**config.mk**
```make
export PLATFORM = sky130hd
export DESIGN_NAME = pam2d_frame_mapper
export DESIGN_NICKNAME = d
export VERILOG_FILES = /design/src/rtl/pam2d_pkg.sv /design/src/rtl/pam2d_level_mapper.sv /design/src/rtl/pam2d_group_counter.sv /design/src/rtl/pam2d_frame_mapper.sv
export SDC_FILE = /design/constraint.sdc
export NUM_CORES = 1
export LEC_CHECK = 0
export ABC_AREA = 1
export ABC_CLOCK_PERIOD_IN_PS = 3400
export BUFFER_PORTS_ARGS = -buffer_cell sky130_fd_sc_hd__buf_2
export CORE_UTILIZATION = 38
export DETAILED_ROUTE_END_ITERATION = 8
export SYNTH_ARGS = -nofsm -noshare
export SYNTH_HDL_FRONTEND = slang
export SYNTH_SLANG_ARGS = --single-unit
```
**constraint.sdc**
```tcl
create_clock -name clk -period 3.4 [get_ports clk]
set_input_delay 0 -clock clk [delete_from_list [all_inputs] [get_ports clk]]
set_output_delay 0 -clock clk [all_outputs]
set_load 0.005 [all_outputs]
```
**src/rtl/pam2d_pkg.sv**
```systemverilog
package pam2d_pkg;

    localparam int LBL_W = 7;
    localparam int AMP_W = 5;

    typedef logic [LBL_W-1:0]        label_t;
    typedef logic signed [AMP_W-1:0] amp_t;

    // level index 0..15 -> odd amplitude -15..+15
    function automatic amp_t level_amp(input logic [3:0] idx);
        logic signed [5:0] wide;
        wide = $signed({1'b0, idx, 1'b0}) - 6'sd15;
        return amp_t'(wide[4:0]);
    endfunction

endpackage

```
**src/rtl/pam2d_level_mapper.sv**
```systemverilog
module pam2d_level_mapper
    import pam2d_pkg::*;
(
    input  label_t label,
    input  logic   second,
    output amp_t   amp
);

    logic [3:0] idx;

    always_comb begin
        if (second) begin
            idx = {label[6:4], label[0]};
        end else begin
            idx = label[3:0];
        end
        amp = level_amp(idx);
    end

endmodule

```
**src/rtl/pam2d_group_counter.sv**
```systemverilog
module pam2d_group_counter #(
    parameter int GROUPS = 128
) (
    input  logic clk,
    input  logic rst_n,
    input  logic step,
    output logic at_start
);

    localparam int CNT_W = (GROUPS > 1) ? $clog2(GROUPS) : 1;
    localparam logic [CNT_W-1:0] LAST = CNT_W'(GROUPS - 1);

    logic [CNT_W-1:0] cnt_d, cnt_q;

    always_comb begin
        cnt_d = cnt_q;
        if (step) begin
            cnt_d = (cnt_q == LAST) ? '0 : cnt_q + 1'b1;
        end
    end

    always_ff @(posedge clk) begin
        if (!rst_n) begin
            cnt_q <= '0;
        end else begin
            cnt_q <= cnt_d;
        end
    end

    assign at_start = (cnt_q == '0);

endmodule

```
**src/rtl/pam2d_frame_mapper.sv**
```systemverilog
module pam2d_frame_mapper
    import pam2d_pkg::*;
#(
    parameter int LANES      = 4,
    parameter int FRAME_SYMS = 512
) (
    input  logic                   clk,
    input  logic                   rst_n,
    input  logic                   in_valid,
    output logic                   in_ready,
    input  logic                   in_sof,
    input  logic [LANES*LBL_W-1:0] in_labels,
    output logic                   out_valid,
    output logic                   out_frame_start,
    output logic [LANES*AMP_W-1:0] out_lanes,
    output logic                   out_underrun
);

    localparam int GROUPS = FRAME_SYMS / LANES;

    typedef struct packed {
        logic                              second_due;
        logic [LANES-1:0][LBL_W-1:0]       grp;
        logic                              valid;
        logic                              frame_start;
        logic                              underrun;
        logic [LANES-1:0][AMP_W-1:0]       lanes;
    } state_t;

    state_t st_d, st_q;

    logic [LANES-1:0][LBL_W-1:0] in_lbl;
    logic [LANES-1:0][LBL_W-1:0] sel_lbl;
    logic [LANES-1:0][AMP_W-1:0] map_amp;
    logic                        at_start;
    logic                        take;
    logic                        emit;

    assign in_lbl = in_labels;

    // one mapper per lane; it reads the held beat while the second half is due
    for (genvar l = 0; l < LANES; l++) begin : g_lane
        assign sel_lbl[l] = st_q.second_due ? st_q.grp[l] : in_lbl[l];

        pam2d_level_mapper u_map (
            .label  (sel_lbl[l]),
            .second (st_q.second_due),
            .amp    (map_amp[l])
        );
    end

    pam2d_group_counter #(
        .GROUPS (GROUPS)
    ) u_cnt (
        .clk      (clk),
        .rst_n    (rst_n),
        .step     (take),
        .at_start (at_start)
    );

    always_comb begin
        st_d = st_q;
        // beats without a start flag are dropped while a frame is awaited
        take = in_valid && !st_q.second_due && (!at_start || in_sof);
        emit = take || st_q.second_due;

        st_d.second_due  = take;
        if (take) begin
            st_d.grp = in_lbl;
        end
        st_d.valid       = emit;
        st_d.frame_start = take && at_start;
        st_d.underrun    = !emit && !at_start;
        st_d.lanes       = emit ? map_amp : '0;
    end

    always_ff @(posedge clk) begin
        if (!rst_n) begin
            st_q <= '0;
        end else begin
            st_q <= st_d;
        end
    end

    assign in_ready        = !st_q.second_due;
    assign out_valid       = st_q.valid;
    assign out_frame_start = st_q.frame_start;
    assign out_lanes       = st_q.lanes;
    assign out_underrun    = st_q.underrun;

endmodule

```
==> impl_metrics.csv <==
group,metric,value,unit
route,first_pass_iters,4,
timing,slew_violations,0,
logic_synthesis,synth_area,2040,um^2
min_path,min_path_cells,3,
clock_network,clockRootBuffer,"clkbuf_8",
logic_synthesis,ys_seq_elements,44,
timing,fin_skew,0.00684,ns
global_routing,grt-ovfl-total,0,
route,met2WireLength,2030,um
logic_synthesis,synth_nets,286,
global_routing,grt_max_degree,29,
clock_network,clkTransAtPathRegs,0.08,ns
timing,finalCritPeriodShare,0.602,
finish,area_growth_syn_to_layout,21.6,%
setup_path,crit_path_start_kind,"flop",
pwr,ir_worst_vdd,190,uV
setup_path,reg2reg_depth,9,
setup_path,r2r-end,"out_lanes[12]$_SDFF_PN0_",
setup_path,cp_max_fo,28,
setup_path,worstPathRequired,3.58,ns
place,placed_cell_area,2110,um^2
logic_synthesis,ys_warn_count,0,
clock_network,cts_buffer_depth,2,
route,wirelength,4340,um
finish,layout-drive-gt1-share,0.275,
clock_network,postCtsSetupBuffers,0,
logic_synthesis,syn_inst,252,
min_path,min_delay_worst_endpoint,"out_lanes[9]$_SDFF_PN0_",
setup_path,cp-end-kind,"flop",
setup_path,crit_type,"flop to flop",
route,viasPerCell,4.62,
clock_network,cts_tree,"built",
route,wl_met3,159,um
place,port_buffers,55,
setup_path,reg2reg_slack,1.35,ns
die,initial_core_util,0.397,
setup_path,cpMostUsedCell,"nand2_4",
setup_path,cp_data_arrival_time,2.22,ns
route,wl_per_cell,11.7,um
route,detail_route.iter0.violations,97,
route,top_layer_used,"met4",
route,drc,0,
setup_path,cp_top_family,"simple AND/OR/NAND/NOR gates",
timing,slew_headroom,0.459,
place,gp_congestion,0.860,
finish,insertedDiodeCount,0,
timing,setup_violations,0,
setup_path,crit_chain,"inv_1, ha_1, inv_1, nor2_2, nand4_4, nand2_4, nand2_4, nand2_4, a21oi_1",
setup_path,cpPeakStageDelay,0.41,ns
route,drt.antenna.violating_nets,0,
global_routing,antenna_found_initial,0,
die,die-area,5660,um^2
route,via_count,1720,
die,dieHeight,75.3,um
die,dieWidth,75.3,um
global_routing,grt.total_usage,0.161,
pwr,total_power,0.00106,W
route,wl_met1,2080,um
clock_network,cts_buffers,5,
setup_path,cp_slowest_cell,"nand2_4",
finish,final_core_util,0.482,
flow_run,cap_violations,0,
logic_synthesis,syn_avg_cell_area,8.09,um^2
clock_network,clock-sinks,44,
logic_synthesis,yosysSeqAreaShare,0.432,
global_routing,grt_pass1_wl,6870,um
setup_path,r2r-start,"u_cnt.cnt_q[0]$_SDFFE_PN0P_",
timing,hold_ws,0.00657,ns
timing,hold_viol,0,
clock_network,cts_resized,0,
place,dpl.hpwl,2710,um
setup_path,cp_num_buf_inv,2,
timing,worst_pin_slew,0.810,ns
outcome,status,"complete, no violations",
timing,fin_crit,2.05,ns
die,fp-row-count,26,
clock_network,htree_levels,2,
pwr,p_leak,1.09,nW
timing,max_freq,489,MHz
clock_network,insertion_delay,0.29,ns
min_path,worstHoldStart,"rst_n",
min_path,min_path_type,"input pin to flop",
die,io_pins,56,
setup_path,path_depth,9,
pwr,power_per_cell_area,426,nW/um^2
finish,num-nets-final,335,
timing,rsz0062_at_grt,"false",
die,coreArea,5140,um^2
timing,tns,0,ns
global_routing,grt_pass1_vias,1582,
logic_synthesis,synth_cell_types,24,
finish,final_cell_area,2480,um^2
## metrics by stage
stage	instances	setup slack [ns]
after global placement	337	1.44
after global routing	372	1.18
after CTS	372	1.36
after floorplan	252	2.04
after detailed placement	337	1.37
final	372	1.35
## final cells by class
| class | instances | area (um^2) |
|---|---|---|
| fill | 539 | 2660 |
| sequential | 44 | 881 |
| multi-input combinational | 155 | 820 |
| timing repair buffer | 82 | 546 |
| tap | 70 | 87.6 |
| clock buffer | 6 | 82.6 |
| inverter | 13 | 48.8 |
| clock inverter | 2 | 15.0 |
## registers in the layout, summed over array words and instances, names as in the netlist
name,flops
out_valid,1
out_frame_start,1
st_q,17
u_cnt.cnt_q,7
out_underrun,1
out_lanes,17
## worst min-delay path: stages
cell,delay (ns)
buf_2,0.15
nand2_1,0.07
a21oi_1,0.04
## cells in the mapped netlist, drive strengths merged
cell type	instances	area (um^2)
ha	2	25.0
nand3	24	120
a21oi	38	220
nand2	67	274
o21bai	1	7.51
xor2	2	17.5
nand4	5	46.3
nand3b	4	30.0
clkbuf	4	15.0
dfxtp	44	881
buf	36	275
nor2	10	68.8
inv	13	48.8
nor3	2	10.0
## layer usage
layer	up-vias	track usage
met5	-	0
met4	0	0.0782
met3	6	0.0281
met2	49	0.263
met1	781	0.206
li1	884	-
## report_power, final
| group | total [W] | switching (W) | internal, W |
|---|---|---|---|
| registers | 0.000558 | 0.0000159 | 0.000542 |
| clock network | 0.000340 | 0.000176 | 0.000164 |
| logic | 0.000158 | 0.0000858 | 0.0000721 |
## cell usage in the layout, fill, tap and decap left out
master	synthesis	final
a21oi_1	30	30
a21oi_2	8	8
buf_2	4	55
clkbuf_8	0	6
clkinvlp_4	0	2
dfxtp_1	44	44
dlygate4sd3_1	0	27
ha_1	2	2
inv_1	10	10
inv_2	3	3
nand2_1	64	64
nand2_4	3	3
nand3_1	24	24
nand3b_1	4	4
nand4_1	4	4
nand4_4	1	1
nor2_1	5	5
nor2_2	3	3
nor2_4	1	1
nor2_8	1	1
nor3_1	2	2
o21bai_1	1	1
xor2_1	2	2
## logic make-up after synthesis
kind of cell,count (synthesis),synth area share
and+or+nand+nor,112,0.269
buffers and inverters,53,0.166
DFF,44,0.432
AOI/OAI and AO/OA,39,0.112
xor gates and xnor gates,2,0.00859
adders and majority gates,2,0.0123
## repair_timing
action | 4_1_cts | 5_1_grt
endpoints found under the setup margin | 0 | 0
endpoints found under the hold margin | 31 | 0
hold buffers | 27 | 0
## worst max-delay path by stage
stage	endpoint	start
after floorplan	out_lanes[13]$_SDFF_PN0_	u_cnt.cnt_q[0]$_SDFFE_PN0P_
after global placement	out_lanes[18]$_SDFF_PN0_	u_cnt.cnt_q[0]$_SDFFE_PN0P_
after detailed placement	out_lanes[17]$_SDFF_PN0_	u_cnt.cnt_q[0]$_SDFFE_PN0P_
after CTS	out_lanes[12]$_SDFF_PN0_	u_cnt.cnt_q[0]$_SDFFE_PN0P_
after global routing	out_lanes[16]$_SDFF_PN0_	u_cnt.cnt_q[0]$_SDFFE_PN0P_
final	out_lanes[12]$_SDFF_PN0_	u_cnt.cnt_q[0]$_SDFFE_PN0P_
(Power assumes the default switching activity.)
